==> src/rtl/flink_pkg.sv <==
package flink_pkg;
   typedef enum logic [2:0] {
      S_IDLE   = 3'd0,
      S_NEG    = 3'd1,
      S_SETTLE = 3'd2,
      S_BITS   = 3'd3,
      S_GAP    = 3'd4,
      S_MID    = 3'd5
   } link_st_e;
endpackage

==> src/rtl/flink_sync.sv <==
module flink_sync #(
   parameter int STAGES  = 2,
   parameter bit RST_VAL = 1'b1
) (
   input  logic clk,
   input  logic rst_n,
   input  logic d,
   output logic q
);
   generate
      if (STAGES == 0) begin : g_bypass
         assign q = d;
      end else begin : g_chain
         logic [STAGES-1:0] pipe;
         always_ff @(posedge clk or negedge rst_n) begin
            if (!rst_n) pipe <= {STAGES{RST_VAL}};
            else if (STAGES == 1) pipe <= d;
            else pipe <= {pipe[STAGES-2:0], d};
         end
         assign q = pipe[STAGES-1];
      end
   endgenerate
endmodule

==> src/rtl/flink_hold.sv <==
module flink_hold #(
   parameter int W = 20
) (
   input  logic         clk,
   input  logic         rst_n,
   input  logic         start,
   input  logic [W-1:0] len,
   output logic         active
);
   logic [W-1:0] left;

   always_ff @(posedge clk or negedge rst_n) begin
      if (!rst_n) left <= '0;
      else if (start) left <= len;
      else if (left != '0) left <= left - W'(1);
   end

   assign active = (left != '0);
endmodule

==> src/rtl/flink_shift.sv <==
module flink_shift #(
   parameter int W = 8
) (
   input  logic         clk,
   input  logic         rst_n,
   input  logic         load,
   input  logic [W-1:0] ld_val,
   input  logic         shift_en,
   input  logic         s_in,
   output logic [W-1:0] q
);
   always_ff @(posedge clk or negedge rst_n) begin
      if (!rst_n) q <= '0;
      else if (load) q <= ld_val;
      else if (shift_en) q <= {q[W-2:0], s_in};
   end
endmodule

==> src/rtl/flink_engine.sv <==
module flink_engine
   import flink_pkg::*;
#(
   parameter int BIT_CYC     = 3200,
   parameter int SETTLE_CYC  = 400,
   parameter int SYNC_STAGES = 2,
   parameter int HOLD_W      = 20,
   parameter int DATA_W      = 8
) (
   input  logic              clk,
   input  logic              rst_n,
   input  logic              data_line_i,
   input  logic              hs_line_n_i,
   input  logic              dir_tx_i,
   input  logic [DATA_W-1:0] tx_byte_i,
   input  logic              frame_end_i,
   input  logic              strobe_ack_i,
   input  logic              trig_i,
   input  logic [HOLD_W-1:0] hold_len_i,
   output logic              data_oe_o,
   output logic              clk_oe_o,
   output logic              rx_valid_o,
   output logic [DATA_W-1:0] rx_byte_o,
   output logic              tx_take_o,
   output logic              abort_o
);
   localparam int HALF    = BIT_CYC / 2;
   localparam int CNT_MAX = (BIT_CYC > SETTLE_CYC) ? BIT_CYC : SETTLE_CYC;
   localparam int CNT_W   = $clog2(CNT_MAX + 1);
   localparam int IDX_W   = $clog2(DATA_W);
   localparam int BLANK   = SYNC_STAGES + 1;
   localparam int BLANK_W = $clog2(BLANK + 1);

   generate
      if (BIT_CYC < 4 || (BIT_CYC % 2) != 0) begin : g_bad_bit
         $error("BIT_CYC must be even and at least 4");
      end
      if (HALF <= SYNC_STAGES + 1) begin : g_bad_half
         $error("half bit period must exceed the synchronizer latency");
      end
      if (SETTLE_CYC < 1) begin : g_bad_settle
         $error("SETTLE_CYC must be at least 1");
      end
      if (DATA_W < 2 || HOLD_W < 1) begin : g_bad_width
         $error("DATA_W must be at least 2 and HOLD_W at least 1");
      end
   endgenerate

   link_st_e            st;
   logic [CNT_W-1:0]    cnt;
   logic [IDX_W-1:0]    bitn;
   logic [BLANK_W-1:0]  blank;
   logic                tx_mode;
   logic                rx_valid_q, tx_take_q, abort_q;
   logic                data_s, hs_s;
   logic                hold_active, hold_start;
   logic                poll;
   logic                sh_load, sh_shift, sh_in;
   logic [DATA_W-1:0]   sh_q;
   logic                data_oe, clk_oe;
   logic                last_cyc;

   flink_sync #(.STAGES(SYNC_STAGES), .RST_VAL(1'b1)) u_sync_data (
      .clk(clk), .rst_n(rst_n), .d(data_line_i), .q(data_s));

   flink_sync #(.STAGES(SYNC_STAGES), .RST_VAL(1'b1)) u_sync_hs (
      .clk(clk), .rst_n(rst_n), .d(hs_line_n_i), .q(hs_s));

   assign hold_start = trig_i && (st == S_IDLE);

   flink_hold #(.W(HOLD_W)) u_hold (
      .clk(clk), .rst_n(rst_n), .start(hold_start), .len(hold_len_i),
      .active(hold_active));

   // one register serves both directions: loaded for send, filled for receive
   assign last_cyc = (cnt == CNT_W'(BIT_CYC - 1));
   assign sh_load  = (st == S_MID) && !hs_s && !frame_end_i;
   assign sh_shift = (st == S_BITS) && !hs_s &&
                     ((tx_mode && last_cyc) || (!tx_mode && cnt == CNT_W'(HALF)));
   assign sh_in    = tx_mode ? 1'b0 : data_s;

   flink_shift #(.W(DATA_W)) u_shift (
      .clk(clk), .rst_n(rst_n), .load(sh_load), .ld_val(tx_byte_i),
      .shift_en(sh_shift), .s_in(sh_in), .q(sh_q));

   // a poll is only believed once the synchronizer no longer shows our own drive
   assign poll = !data_s && (blank == '0) && !hold_active && !trig_i;

   always_ff @(posedge clk or negedge rst_n) begin
      if (!rst_n) begin
         st         <= S_IDLE;
         cnt        <= '0;
         bitn       <= '0;
         tx_mode    <= 1'b0;
         rx_valid_q <= 1'b0;
         tx_take_q  <= 1'b0;
         abort_q    <= 1'b0;
         blank      <= BLANK_W'(BLANK);
      end else begin
         rx_valid_q <= 1'b0;
         tx_take_q  <= 1'b0;
         abort_q    <= 1'b0;

         if (data_oe || st != S_IDLE) blank <= BLANK_W'(BLANK);
         else if (blank != '0) blank <= blank - BLANK_W'(1);

         unique case (st)
            S_IDLE: begin
               if (poll) st <= S_NEG;
            end
            S_NEG: begin
               if (!hs_s) begin
                  st  <= S_SETTLE;
                  cnt <= '0;
               end
            end
            S_SETTLE: begin
               if (hs_s) begin
                  st      <= S_IDLE;
                  abort_q <= 1'b1;
               end else if (cnt == CNT_W'(SETTLE_CYC - 1)) begin
                  st      <= S_BITS;
                  cnt     <= '0;
                  bitn    <= '0;
                  tx_mode <= 1'b0;
               end else begin
                  cnt <= cnt + CNT_W'(1);
               end
            end
            S_BITS: begin
               if (hs_s) begin
                  st      <= S_IDLE;
                  abort_q <= 1'b1;
               end else if (last_cyc) begin
                  cnt <= '0;
                  if (bitn == IDX_W'(DATA_W - 1)) begin
                     st         <= S_GAP;
                     rx_valid_q <= !tx_mode;
                  end else begin
                     bitn <= bitn + IDX_W'(1);
                  end
               end else begin
                  cnt <= cnt + CNT_W'(1);
               end
            end
            S_GAP: begin
               if (frame_end_i) st <= S_IDLE;
               else if (hs_s) st <= S_MID;
            end
            S_MID: begin
               if (frame_end_i) begin
                  st <= S_IDLE;
               end else if (!hs_s) begin
                  st        <= S_BITS;
                  cnt       <= '0;
                  bitn      <= '0;
                  tx_mode   <= dir_tx_i;
                  tx_take_q <= dir_tx_i;
               end
            end
            default: st <= S_IDLE;
         endcase
      end
   end

   assign clk_oe  = ((st == S_BITS) && (cnt < CNT_W'(HALF))) ||
                    ((st == S_IDLE) && strobe_ack_i);
   assign data_oe = (st == S_NEG) ||
                    ((st == S_BITS) && tx_mode && !sh_q[DATA_W-1]) ||
                    hold_active;

   assign data_oe_o  = data_oe;
   assign clk_oe_o   = clk_oe;
   assign rx_valid_o = rx_valid_q;
   assign rx_byte_o  = sh_q;
   assign tx_take_o  = tx_take_q;
   assign abort_o    = abort_q;
endmodule

==> config.mk <==
export PLATFORM = sky130hd
export DESIGN_NAME = flink_engine
export DESIGN_NICKNAME = d
export VERILOG_FILES = /design/src/rtl/flink_pkg.sv /design/src/rtl/flink_sync.sv /design/src/rtl/flink_hold.sv /design/src/rtl/flink_shift.sv /design/src/rtl/flink_engine.sv
export SDC_FILE = /design/constraint.sdc
export NUM_CORES = 1
export LEC_CHECK = 0
export BUFFER_PORTS_ARGS = -buffer_cell sky130_fd_sc_hd__buf_2
export CAP_MARGIN = 0
export CORE_MARGIN = 4
export CORE_UTILIZATION = 52
export CTS_CLUSTER_SIZE = 24
export DETAILED_ROUTE_END_ITERATION = 10
export PLACE_DENSITY = 0.86
export SLEW_MARGIN = 20
export SYNTH_ARGS = -nofsm -noshare
export SYNTH_HDL_FRONTEND = slang
export SYNTH_SLANG_ARGS = --single-unit
==> constraint.sdc <==
create_clock -name clk -period 4.8 [get_ports clk]
set_clock_uncertainty 0.15 [all_clocks]
set_input_delay 0.24 -clock clk [delete_from_list [all_inputs] [get_ports clk]]
set_output_delay 0.24 -clock clk [all_outputs]
set_load 0.005 [all_outputs]
# ---- After elaboration in Yosys (flattened, before gate mapping)
# Index checks and enable logic that the tools add are counted.
dict set report totals {
  inputBits 36
  output_inout_bits 13
  word_cells 130
  reg_bits 56
}
dict set report op_classes {
  order_cmp 1
  n_eq_ne 23
  n_mux 48
  addsub 4
  n_reduce_logical 42
}
# op count
set op_table {}
lappend op_table {{two-way mux 12 bit} 6}
lappend op_table {{two-way mux 3 bit} 18}
lappend op_table {{case mux 12 bit (4 select lines)} 1}
lappend op_table {{two-way mux 20 bit} 2}
lappend op_table {{nonzero test 20 bit} 1}
lappend op_table {{subtractor 20 x 1 -> 20 bit, second input constant} 1}
lappend op_table {{inequality test 2 bit, second input constant} 9}
lappend op_table {{case mux 3 bit (6 select lines)} 1}
lappend op_table {{two-way mux 8 bit} 2}
lappend op_table {{logical AND 1 bit} 14}
lappend op_table {{two-way mux 1 bit} 14}
lappend op_table {{adder 12 x 1 -> 12 bit, second input constant} 1}
lappend op_table {{== test 12 x 11 -> 1 bit, second input constant} 1}
lappend op_table {{== test 12 bit, second input constant} 1}
lappend op_table {{== test 12 x 9 -> 1 bit, second input constant} 1}
lappend op_table {{< comparator 12 x 11 -> 1 bit, second input constant} 1}
lappend op_table {{inequality test 3 x 2 -> 1 bit, second input constant} 4}
lappend op_table {{nonzero test 2 bit} 5}
lappend op_table {{== test 3 bit, second input constant} 3}
lappend op_table {{case mux 3 bit (3 select lines)} 1}
lappend op_table {{AND reduction 8 bit} 1}
lappend op_table {{logical NOT 1 bit} 7}
lappend op_table {{AND reduction 7 bit} 1}
lappend op_table {{== test 3 x 2 -> 1 bit, second input constant} 2}
lappend op_table {{other kinds (14)} 20}

# ---- Longest topological paths before layout
# Gate-level depths: netlist of the first run.
dict set report logic_depth {
  word_depth 7
  depth_mapped 8
  depth_no_buf 7
}

# ---- By module
# From an unflattened synthesis of the first run, not the netlist that was laid out.
dict set report hier_totals {
  cells_unflattened 361
  area_unflattened_um2 3387.0
}
# mod area_each_um2 cells_per_inst instances seq_area_each_um2
set by_module_without_submodules {}
lappend by_module_without_submodules {flink_engine 1572.8 174 1 603.1}
lappend by_module_without_submodules {flink_hold 1336.3 149 1 500.5}
lappend by_module_without_submodules {flink_shift 372.9 34 1 200.2}
lappend by_module_without_submodules {flink_sync 52.6 2 2 52.6}

# ---- Worst setup path before layout of the first run
# OpenSTA, ideal clock, no wires.
dict set report synth_timing {
  path_kind {register -> register}
  from {register u_hold.left[10]}
  to {register u_hold.left[1]}
  n_path_buf 3
  t_arrival_ps 2311
  t_required_ps 4573
  slack_ps 2262
  synth_period_minus_slack_ps 2538
  path_stages_with_launch 9
  setup_time_ps 77
  path_cell_list {dfrtp_1 > or4_1 > buf_2 > or4_4 > buf_6 > nor2_4 > buf_6 > mux2_1 > a21oi_1}
}
dict set report synth_between {
  elab_chain_cells 2
}
# item line_no
set synth_rtl {}
lappend synth_rtl {{start: declaration} flink_hold.sv:10} ;# logic [W-1:0] left;
lappend synth_rtl {{start signal: assignment} flink_hold.sv:14} ;# else if (start) left <= len;
lappend synth_rtl {{start signal: assignment} flink_hold.sv:15} ;# else if (left != '0) left <= left - W'(1);
lappend synth_rtl {{nonzero test 20 bit} flink_hold.sv:15}
lappend synth_rtl {{nonzero test 2 bit (no source line)} n/a}
# Every way passes these cells.
# A chain may end at the register's enable or synchronous reset.

# ---- Worst setup path after layout of the first run
dict set report layout_timing {
  from {register u_hold.left[10]}
  to {output data_oe_o}
}
dict set report layout_between {
  elab_chain_cells 2
}
# item line_no
set layout_rtl {}
lappend layout_rtl {{nonzero test 20 bit} flink_hold.sv:18} ;# assign active = (left != '0);
lappend layout_rtl {{logical OR 1 bit} flink_engine.sv:169} ;# ((st == S_BITS) && tx_mode && !sh_q[DATA_W-1]) ||
lappend layout_rtl {{end: declaration} flink_engine.sv:20} ;# output logic data_oe_o,
# Every way passes these cells.

==> results.sh, run 1 <==
export IMPL_status="completed"
export IMPL_num_rows=28
export IMPL_synth_area_leaders="dfrtp_1 (39%), dfstp_2 (4.9%), a21oi_1 (3.8%)"
export IMPL_start_util=0.538
export IMPL_dieArea_sq_mm=0.00745
export IMPL_die_width_microns=86.3
export IMPL_cts_max_path_buffers=2
export IMPL_clock_latency_ps=300
export IMPL_rsz0062_at_grt="no"
export IMPL_grt_pass1_vias=2567
export IMPL_multi_input_area_sq_mm=0.00166
export IMPL_ioPinCount=49
export IMPL_cts_root_buffer="clkbuf_8"
export IMPL_finalHoldViolCount=0
export IMPL_gr_total_overflow=0
export IMPL_drv_slew=0
export IMPL_fin_setup_tns_ps=0
export IMPL_track_usage=0.189
export IMPL_synth_cell_type_count=57
export IMPL_post_cts_resized=0
export IMPL_grt_busiest_layer="met2"
export IMPL_syn_area_per_cell_sq_um=9.43
export IMPL_path_clk_slew_ps=90
export IMPL_n_antenna_cell=0
export IMPL_via_per_inst=5.73
export IMPL_drt_iter0_markers=182
export IMPL_dpl_hpwl_microns=4960
export IMPL_ant_nets=0
export IMPL_ys_seq_elements=56
export IMPL_synth_top_cell_area_share=0.393
export IMPL_vdd_drop_max_mv=0.285
export IMPL_grt_use_met3=0.0304
export IMPL_grt_max_degree=57
export IMPL_grt_pass1_wl_microns=11500
export IMPL_area_growth_syn_to_layout_pct=14.6
export IMPL_port_buffers=48
export IMPL_dp_cells=448
export IMPL_critPathMaxStageDelay_ps=630
export IMPL_cts_buffers=5
export IMPL_place_gp_congestion=0.881
export IMPL_slowest_stage="or4_1"
export IMPL_synth_nets=381
export IMPL_critPathLaunchType="register"
export IMPL_htreeDepth=2
export IMPL_holdBufCountCts=9
export IMPL_cp_arrival_ps=2450
export IMPL_worst_pin_slew_ps=1040
export IMPL_cts_setup_buffers=0
export IMPL_layout_commonest_cell="dfrtp_1"
export IMPL_drive_gt1_frac=0.205
export IMPL_synth_top_area_cell="dfrtp_1"
export IMPL_wl_per_cell_microns=14.6
export IMPL_fin_cells=466
export IMPL_fin_crit_sh=0.592
export IMPL_slew_headroom=0.308
export IMPL_drc_errors=0
export IMPL_path_buf_inv=1
export IMPL_max_freq_ghz=0.352
export IMPL_crit_chain="or4_1 > or4_4 > nor2_4 > nand2_1 > buf_2"
export IMPL_core_area_sq_mm=0.00592
export IMPL_regArea_sq_mm=0.00141
export IMPL_route_vias_total=2669
export IMPL_yosys_most_used_dff="dfrtp_1"
export IMPL_worstSetupPathType="register to output pin"
export IMPL_synthesis_area_sq_mm=0.00319
export IMPL_fillers=471
export IMPL_fin_nets=433
export IMPL_grt_use_met2=0.335
export IMPL_synth_edf_count=0
export IMPL_synthCells=338
export IMPL_drv_cap=0
export IMPL_mostFrequentLayoutCells="dfrtp_1 (50), buf_2 (48), nor2_1 (32)"
export IMPL_cts_sinks=56
export IMPL_setup_viol=0
export IMPL_hp_class="input port to register"
export IMPL_cp_top_family="simple AND/OR/NAND/NOR gates"
export IMPL_power_density_mw_per_mm2=466
export IMPL_required_ps=4410
export IMPL_yosys_warnings=0
export IMPL_p_leak_uw=0.00157
export IMPL_ys_seq_area_frac=0.442
export IMPL_die_y_microns=86.3
export IMPL_routed_wl_microns=6800
export IMPL_endpoint_kind="output pin"
export IMPL_cts_tree="yes"
export IMPL_grtUsageMet1=0.244
export IMPL_min_period_ps=2840
export IMPL_async_reset_ff_frac=1.00
export IMPL_antenna_found_initial=0
export IMPL_critPathMaxFanout=12
export IMPL_firstDrtPassIters=4
## cell families after synthesis
group	synth area share
multiplexers	0.0499
AO/OA/AOI/OAI	0.165
flip-flops	0.442
XOR/XNOR	0.0440
adder cells (fa/ha/maj)	0.0275
buffers and inverters	0.0381
AND/OR/NAND/NOR	0.233
## final cells by class
class / instances / area share
clock buffers: 7 / 0.0236
inverters: 14 / 0.0144
flip-flops and latches: 56 / 0.386
repair buffers: 59 / 0.0952
multi-input cells: 254 / 0.453
clock inverters: 1 / 0.00205
well taps: 75 / 0.0257
## worst paths after layout
| path | startpoint | to | slack (ps) | depth (start not counted) |
|---|---|---|---|---|
| setup / recovery | u_hold.left[10] | data_oe_o | 1960 | 5 |
| hold / removal | hold_len_i[2] | u_hold.left[2] | 4 | 3 |
| setup reg to reg | st[0] | u_hold.left[13] | 2090 | 4 |
| hold reg to reg | u_sync_hs.g_chain.pipe[0] | u_sync_hs.g_chain.pipe[1] | 210 | 0 |
| max in group asynchronous | rst_n | u_shift.q[0] | 3600 | 3 |
| min in group asynchronous | rst_n | cnt[8] | 440 | 3 |
## tightest hold or removal path: stages
cell	delay [ps]
buf_2	80
nand2_1	40
o21ai_0	60
## metal layers
layer	share of wire	vias up
met5	0	-
met4	0.0074	0
met1	0.45	1276
met3	0.041	5
met2	0.50	66
li1	-	1322
## registers in the layout, summed over array words and instances, names as in the netlist
signal,cells
bitn,3
tx_mode,1
u_shift.q,8
rx_valid_o,1
u_sync_hs.g_chain.pipe,2
tx_take_o,1
st,3
cnt,12
blank,2
u_sync_data.g_chain.pipe,2
abort_o,1
u_hold.left,20
## cells in the mapped netlist (4+ instances only)
library cell,count
o211ai_1,4
a21oi_1,24
o31ai_1,4
a21o_1,6
or3_1,10
a22o_1,5
nand2_1,28
nor2b_1,4
nand3_1,7
ha_1,7
xor2_1,10
clkbuf_1,11
nor4_1,5
nor3_1,10
dfrtp_1,50
mux2i_1,8
or4_1,6
mux2_2,6
nor2_1,32
xnor2_1,6
nand4_1,4
inv_1,14
and3_1,5
dfstp_2,6
or2_2,4
a31oi_1,4
o21ai_0,18
## per-stage QoR
step	power, uW	utilization	instance area [sq um]	setup slack, ps	hold WS, ps
final	1700	0.617	3650	1960	3.86
after CTS	1710	0.615	3640	1960	0.985
after floorplan	1260	-	3190	2260	-206
after global placement	1400	0.584	3460	2220	196
after detailed placement	1440	0.584	3460	2090	196
after global routing	1840	0.617	3650	1840	2.97
## power breakdown
| part | total [uW] | internal (uW) | switching (uW) |
|---|---|---|---|
| Clock | 264 | 118 | 147 |
| Sequential | 795 | 616 | 179 |
| Combinational | 644 | 297 | 347 |
| Total | 1700 | 1030 | 673 |
Power figures use the tool's default switching activity.
==> inputs of run 2 (changes only) <==
Clock period 4.8 ns to 2.62 ns, I/O delays scaled along.
==> run 2 against run 1 <==
  * Total power is 96% higher
  * Flip-flop and latch count stayed put
  * Count of clock-buffer cells in the layout unchanged
  * Utilization grew 6.3 points
  * First-iteration DRC count up 27%
  * Global-route usage is 4.4 points higher
  * Register-to-register slack got worse by 2000 ps
  * Routed wire length increased by 18%
  * Cell area grew 10%
  * Largest power group unchanged
  * Highest routed layer unchanged
==> results.sh, run 2 (synthesis results as in run 1) <==
export IMPL_area_growth_syn_to_layout_pct=26.4
export IMPL_cts_root_buffer="clkbuf_8"
export IMPL_max_freq_ghz=0.393
export IMPL_layout_commonest_cell="dfrtp_1"
export IMPL_cts_max_path_buffers=2
export IMPL_fillers=435
export IMPL_htreeDepth=2
export IMPL_worst_pin_slew_ps=706
export IMPL_fin_crit_sh=0.972
export IMPL_dieArea_sq_mm=0.00745
export IMPL_worstSetupPathType="register to output pin"
export IMPL_min_period_ps=2550
export IMPL_drc_errors=0
export IMPL_slew_headroom=0.530
export IMPL_hold_slack_ps=200
export IMPL_route_vias_total=2898
export IMPL_cp_arrival_ps=2270
export IMPL_pwr_share_comb=0.427
export IMPL_reg_largest_list="u_hold.left x20, cnt x12, u_shift.q x8"
export IMPL_finalPower_uw=3330
export IMPL_crit_chain="or4_4 > or4_4 > nor2_4 > buf_6 > nand2_1 > buf_2"
export IMPL_die_y_microns=86.3
export IMPL_hp_class="input port to register"
export IMPL_regArea_sq_mm=0.00141
export IMPL_multi_input_area_sq_mm=0.00167
export IMPL_grt_pass1_wl_microns=13700
export IMPL_finalHoldViolCount=0
export IMPL_wl_per_cell_microns=15.9
export IMPL_firstDrtPassIters=7
export IMPL_mostFrequentLayoutCells="dfrtp_1 (50), buf_2 (48), nor2_1 (32), dlygate4sd3_1 (32), nand2_1 (28)"
export IMPL_setup_viol=0
export IMPL_r2r_slack_ps=120
export IMPL_status="completed"
export IMPL_largest_reg_flops=20
export IMPL_path_clk_slew_ps=100
export IMPL_required_ps=2340
export IMPL_place_gp_congestion=0.944
export IMPL_ioPinCount=49
export IMPL_grt_max_degree=33
export IMPL_n_antenna_cell=0
export IMPL_cts_tree="yes"
export IMPL_drv_cap=0
export IMPL_clock_latency_ps=300
export IMPL_swShare=0.397
export IMPL_track_usage=0.233
export IMPL_dp_cells=463
export IMPL_p_leak_uw=0.00175
export IMPL_cpMostUsedCell="or4_4"
export IMPL_clkPwrFrac=0.147
export IMPL_fin_cells=506
export IMPL_core_area_sq_mm=0.00592
export IMPL_power_switching_uw=1320
export IMPL_critPathMaxStageDelay_ps=580
export IMPL_vdd_drop_max_mv=0.527
export IMPL_drive_gt1_frac=0.230
export IMPL_ant_nets=0
export IMPL_drt_iter0_markers=231
export IMPL_cts_buffers=5
export IMPL_num_rows=28
export IMPL_fin_nets=473
export IMPL_via_per_inst=5.73
export IMPL_critPathLaunchType="register"
export IMPL_die_width_microns=86.3
export IMPL_cts_sinks=56
export IMPL_routed_wl_microns=8040
export IMPL_rsz0062_at_grt="yes"
export IMPL_critPathMaxFanout=6
export IMPL_regMostFlops="u_hold.left"
export IMPL_port_buffers=48
export IMPL_fin_setup_tns_ps=0
export IMPL_endpoint_kind="output pin"
export IMPL_gr_total_overflow=0
export IMPL_grt_pass1_vias=2905
export IMPL_start_util=0.538
export IMPL_antenna_found_initial=0
export IMPL_power_density_mw_per_mm2=828
export IMPL_power_report_internal_total_uw=2010
export IMPL_dpl_hpwl_microns=5440
export IMPL_slowest_stage="or4_4"
export IMPL_drv_slew=0
export IMPL_p_seq_frac=0.425
[run 2: changes by cell type in the layout (fill, tap and decap cells not counted), sizes merged]
cell / delta
dlygate4sd3: +22
buf: +18
[run 2: metrics by stage]
stage	util	instance area [sq um]	worst slack, ps
floorplan	-	3190	81.6
global placement	0.603	3570	229
detailed placement	0.603	3570	96.3
CTS	0.675	3990	74.6
global route	0.680	4030	-7.00
finish	0.680	4030	72.9
[run 2: cell type report]
| cell class | count | area share |
|---|---|---|
| Multi-Input combinational cell | 254 | 0.415 |
| Sequential cell | 56 | 0.350 |
| Timing Repair Buffer | 99 | 0.176 |
| Tap cell | 75 | 0.0233 |
| Clock buffer | 7 | 0.0214 |
| Inverter | 14 | 0.0130 |
| Clock inverter | 1 | 0.00186 |
[run 2: critical path, delay by kind of cell, from the launching register on]
kind | cells | cell delay [ps]
flip-flops | 1 | 440
buffers and inverters | 2 | 260
AND/OR/NAND/NOR | 4 | 1250
[run 2: routing by layer]
layer  GRT usage  vias to the layer above  part of all wire
li1            -                     1413                 -
met1       0.288                     1364              0.42
met2       0.414                      103              0.51
met3      0.0371                       18             0.046
met4      0.0765                        0             0.024
met5           0                        -                 0
[run 2: path summary, 6_finish.rpt]
path                                        startpoint                           to  cells past startpoint
min reg2reg                u_sync_data.g_chain.pipe[0]  u_sync_data.g_chain.pipe[1]                      0
max                                     u_hold.left[8]                    data_oe_o                      6
max reg2reg                             u_hold.left[8]               u_hold.left[1]                      6
max in group asynchronous                        rst_n    u_sync_hs.g_chain.pipe[1]                      3
min                                        frame_end_i                       cnt[6]                      4
min in group asynchronous                        rst_n                       cnt[8]                      2
[run 2: power groups by stage]
stage                     clock [uW]  sequential (uW)  combinational (uW)
final                            491             1420                1420
after global routing             542             1460                1590
after CTS                        505             1410                1380
after detailed placement           0             1420                1330
after global placement             0             1400                1280
after floorplan                    0             1350                 945
[run 2: timing repair]
action	4_1_cts	5_1_grt
pin swaps	1	2
setup buffers	1	2
endpoints found under the hold margin	62	0
gates resized for setup	0	3
hold buffers	32	0
setup endpoints to repair	1	4
==> inputs of run 3 (changes only) <==
Settings changed: CELL_PAD_IN_SITES_DETAIL_PLACEMENT from default to 1, CELL_PAD_IN_SITES_GLOBAL_PLACEMENT from default to 1, CORE_UTILIZATION 52 to 44, PLACE_DENSITY 0.86 to 0.92.
==> run 3 against run 2 <==
  * Critical path depth unchanged
  * Utilization decreased by 9.5 points
  * Setup slack improved by 17 ps
  * Die area increased by 16%
  * Critical path type unchanged
  * Highest routed layer unchanged
==> results.sh, run 3 (synthesis results as in run 1) <==
export IMPL_postLayoutCellArea_sq_mm=0.00405
export IMPL_fin_crit_sh=0.966
export IMPL_power_density_mw_per_mm2=860
export IMPL_critPathMaxStageDelay_ps=530
export IMPL_routed_wl_microns=10000
export IMPL_hold_slack_ps=184
export IMPL_dpl_instance_area_sq_mm=0.00360
export IMPL_drt_iter0_markers=150
export IMPL_cts_root_buffer="clkbuf_8"
export IMPL_path_clk_slew_ps=110
export IMPL_status="completed"
export IMPL_wl_met1_microns=4090
export IMPL_r2r_slack_ps=110
export IMPL_fin_nets=472
export IMPL_num_rows=30
export IMPL_regMostFlops="u_hold.left"
export IMPL_cp_top_family="simple AND/OR/NAND/NOR gates"
export IMPL_worst_pin_slew_ps=699
export IMPL_worstSetupPathType="register to output pin"
export IMPL_min_period_ps=2530
export IMPL_ant_nets=0
export IMPL_gr_total_overflow=0
export IMPL_setup_viol=0
export IMPL_p_leak_uw=0.00175
export IMPL_start_util=0.461
export IMPL_cts_max_path_buffers=2
export IMPL_drv_slew=0
export IMPL_routed_wl_met3_microns=361
export IMPL_ioPinCount=49
export IMPL_slowest_stage="or4_4"
export IMPL_vdd_drop_max_mv=0.424
export IMPL_critPathLaunchType="register"
export IMPL_highest_layer="met4"
export IMPL_htreeDepth=2
export IMPL_grt_pass1_wl_microns=16500
export IMPL_layout_commonest_cell="dfrtp_1"
export IMPL_required_ps=2340
export IMPL_finalHoldViolCount=0
export IMPL_max_freq_ghz=0.395
export IMPL_grt_max_degree=24
export IMPL_track_usage=0.241
export IMPL_endpoint_kind="output pin"
export IMPL_path_buf_inv=2
export IMPL_cts_buffers=5
export IMPL_fillers=811
export IMPL_postLayoutCoreUtil=0.586
export IMPL_largest_reg_flops=20
export IMPL_clock_latency_ps=320
export IMPL_die_y_microns=93.1
export IMPL_wl_per_cell_microns=19.1
export IMPL_mostFrequentLayoutCells="dfrtp_1 (50), buf_2 (48), nor2_1 (32), dlygate4sd3_1 (32), nand2_1 (28)"
export IMPL_cts_sinks=56
export IMPL_drv_cap=0
export IMPL_hp_class="input port to async pin"
export IMPL_core_area_sq_mm=0.00691
export IMPL_crit_chain="or4_4 > or4_4 > nor2_4 > buf_4 > nand2_1 > buf_2"
export IMPL_grt_pass1_vias=3318
export IMPL_cpMostUsedCell="or4_4"
export IMPL_critPathMaxFanout=6
export IMPL_n_antenna_cell=0
export IMPL_via_per_inst=5.67
export IMPL_die_width_microns=93.1
export IMPL_drc_errors=0
export IMPL_cp_arrival_ps=2250
export IMPL_antenna_found_initial=0
export IMPL_place_gp_congestion=0.944
export IMPL_firstDrtPassIters=4
export IMPL_port_buffers=48
export IMPL_area_growth_syn_to_layout_pct=26.9
export IMPL_wl_met2_microns=5330
export IMPL_route_vias_total=2985
export IMPL_dpl_hpwl_microns=6240
export IMPL_dieArea_sq_mm=0.00867
export IMPL_slew_headroom=0.534
export IMPL_drive_gt1_frac=0.228
export IMPL_reg_largest_list="u_hold.left x20, cnt x12, u_shift.q x8"
export IMPL_cts_tree="yes"
-- run 3: cell count changes in the layout (fill, tap and decap cells not counted), sizes merged --
cell	delta
clkinvlp	-1
bufinv	+1
buf	-1
clkinv	+1
clkbuf	-1
-- run 3: timing repair --
action / 4_1_cts / 5_1_grt
pin swaps: 1 / 1
hold buffers: 32 / 0
resized for setup: 0 / 1
buffers inserted: 1 / 1
endpoints found under the setup margin: 1 / 1
endpoints found under the hold margin: 49 / 0
-- run 3: area by class of cell --
| class | instances | area, sq um | area share |
|---|---|---|---|
| Inverter | 14 | 52.6 | 0.0130 |
| Timing Repair Buffer | 98 | 696 | 0.172 |
| Sequential cell | 56 | 1410 | 0.348 |
| Tap cell | 96 | 120 | 0.0297 |
| Multi-Input combinational cell | 254 | 1660 | 0.410 |
| Clock buffer | 6 | 72.6 | 0.0179 |
| Clock inverter | 2 | 35.0 | 0.00866 |
-- run 3: path summary, 6_finish.rpt --
check / from / to / cells past startpoint
max: u_hold.left[14] / data_oe_o / 6
min: rst_n / cnt[6] / 2
max reg2reg: cnt[4] / bitn[2] / 5
min reg2reg: u_sync_data.g_chain.pipe[0] / u_sync_data.g_chain.pipe[1] / 0
max in group asynchronous: rst_n / u_sync_hs.g_chain.pipe[1] / 3
min in group clk: u_sync_data.g_chain.pipe[0] / u_sync_data.g_chain.pipe[1] / 0
-- run 3: metrics by stage --
stage / power [uW] / std cells / TNS [ps] / worst slack [ps]
6_report: 3480 / 526 / 0 / 89.4
5_1_grt: 3730 / 526 / -1.39 / -1.39
4_1_cts: 3410 / 525 / 0 / 52.2
3_5_place_dp: 2800 / 484 / 0 / 151
3_3_place_gp: 2710 / 484 / 0 / 207
2_1_floorplan: 2300 / 338 / 0 / 81.6
-- run 3: power by group --
group	internal (uW)	switching, uW	total (uW)
combinational	652	788	1440
clock	285	293	577
sequential	1130	335	1460
total	2060	1420	3480
-- run 3: routing by layer --
metal / up-vias / track usage
li1: 1393 / -
met1: 1505 / 0.282
met2: 68 / 0.446
met3: 19 / 0.0346
met4: 0 / 0.0855
met5: - / 0
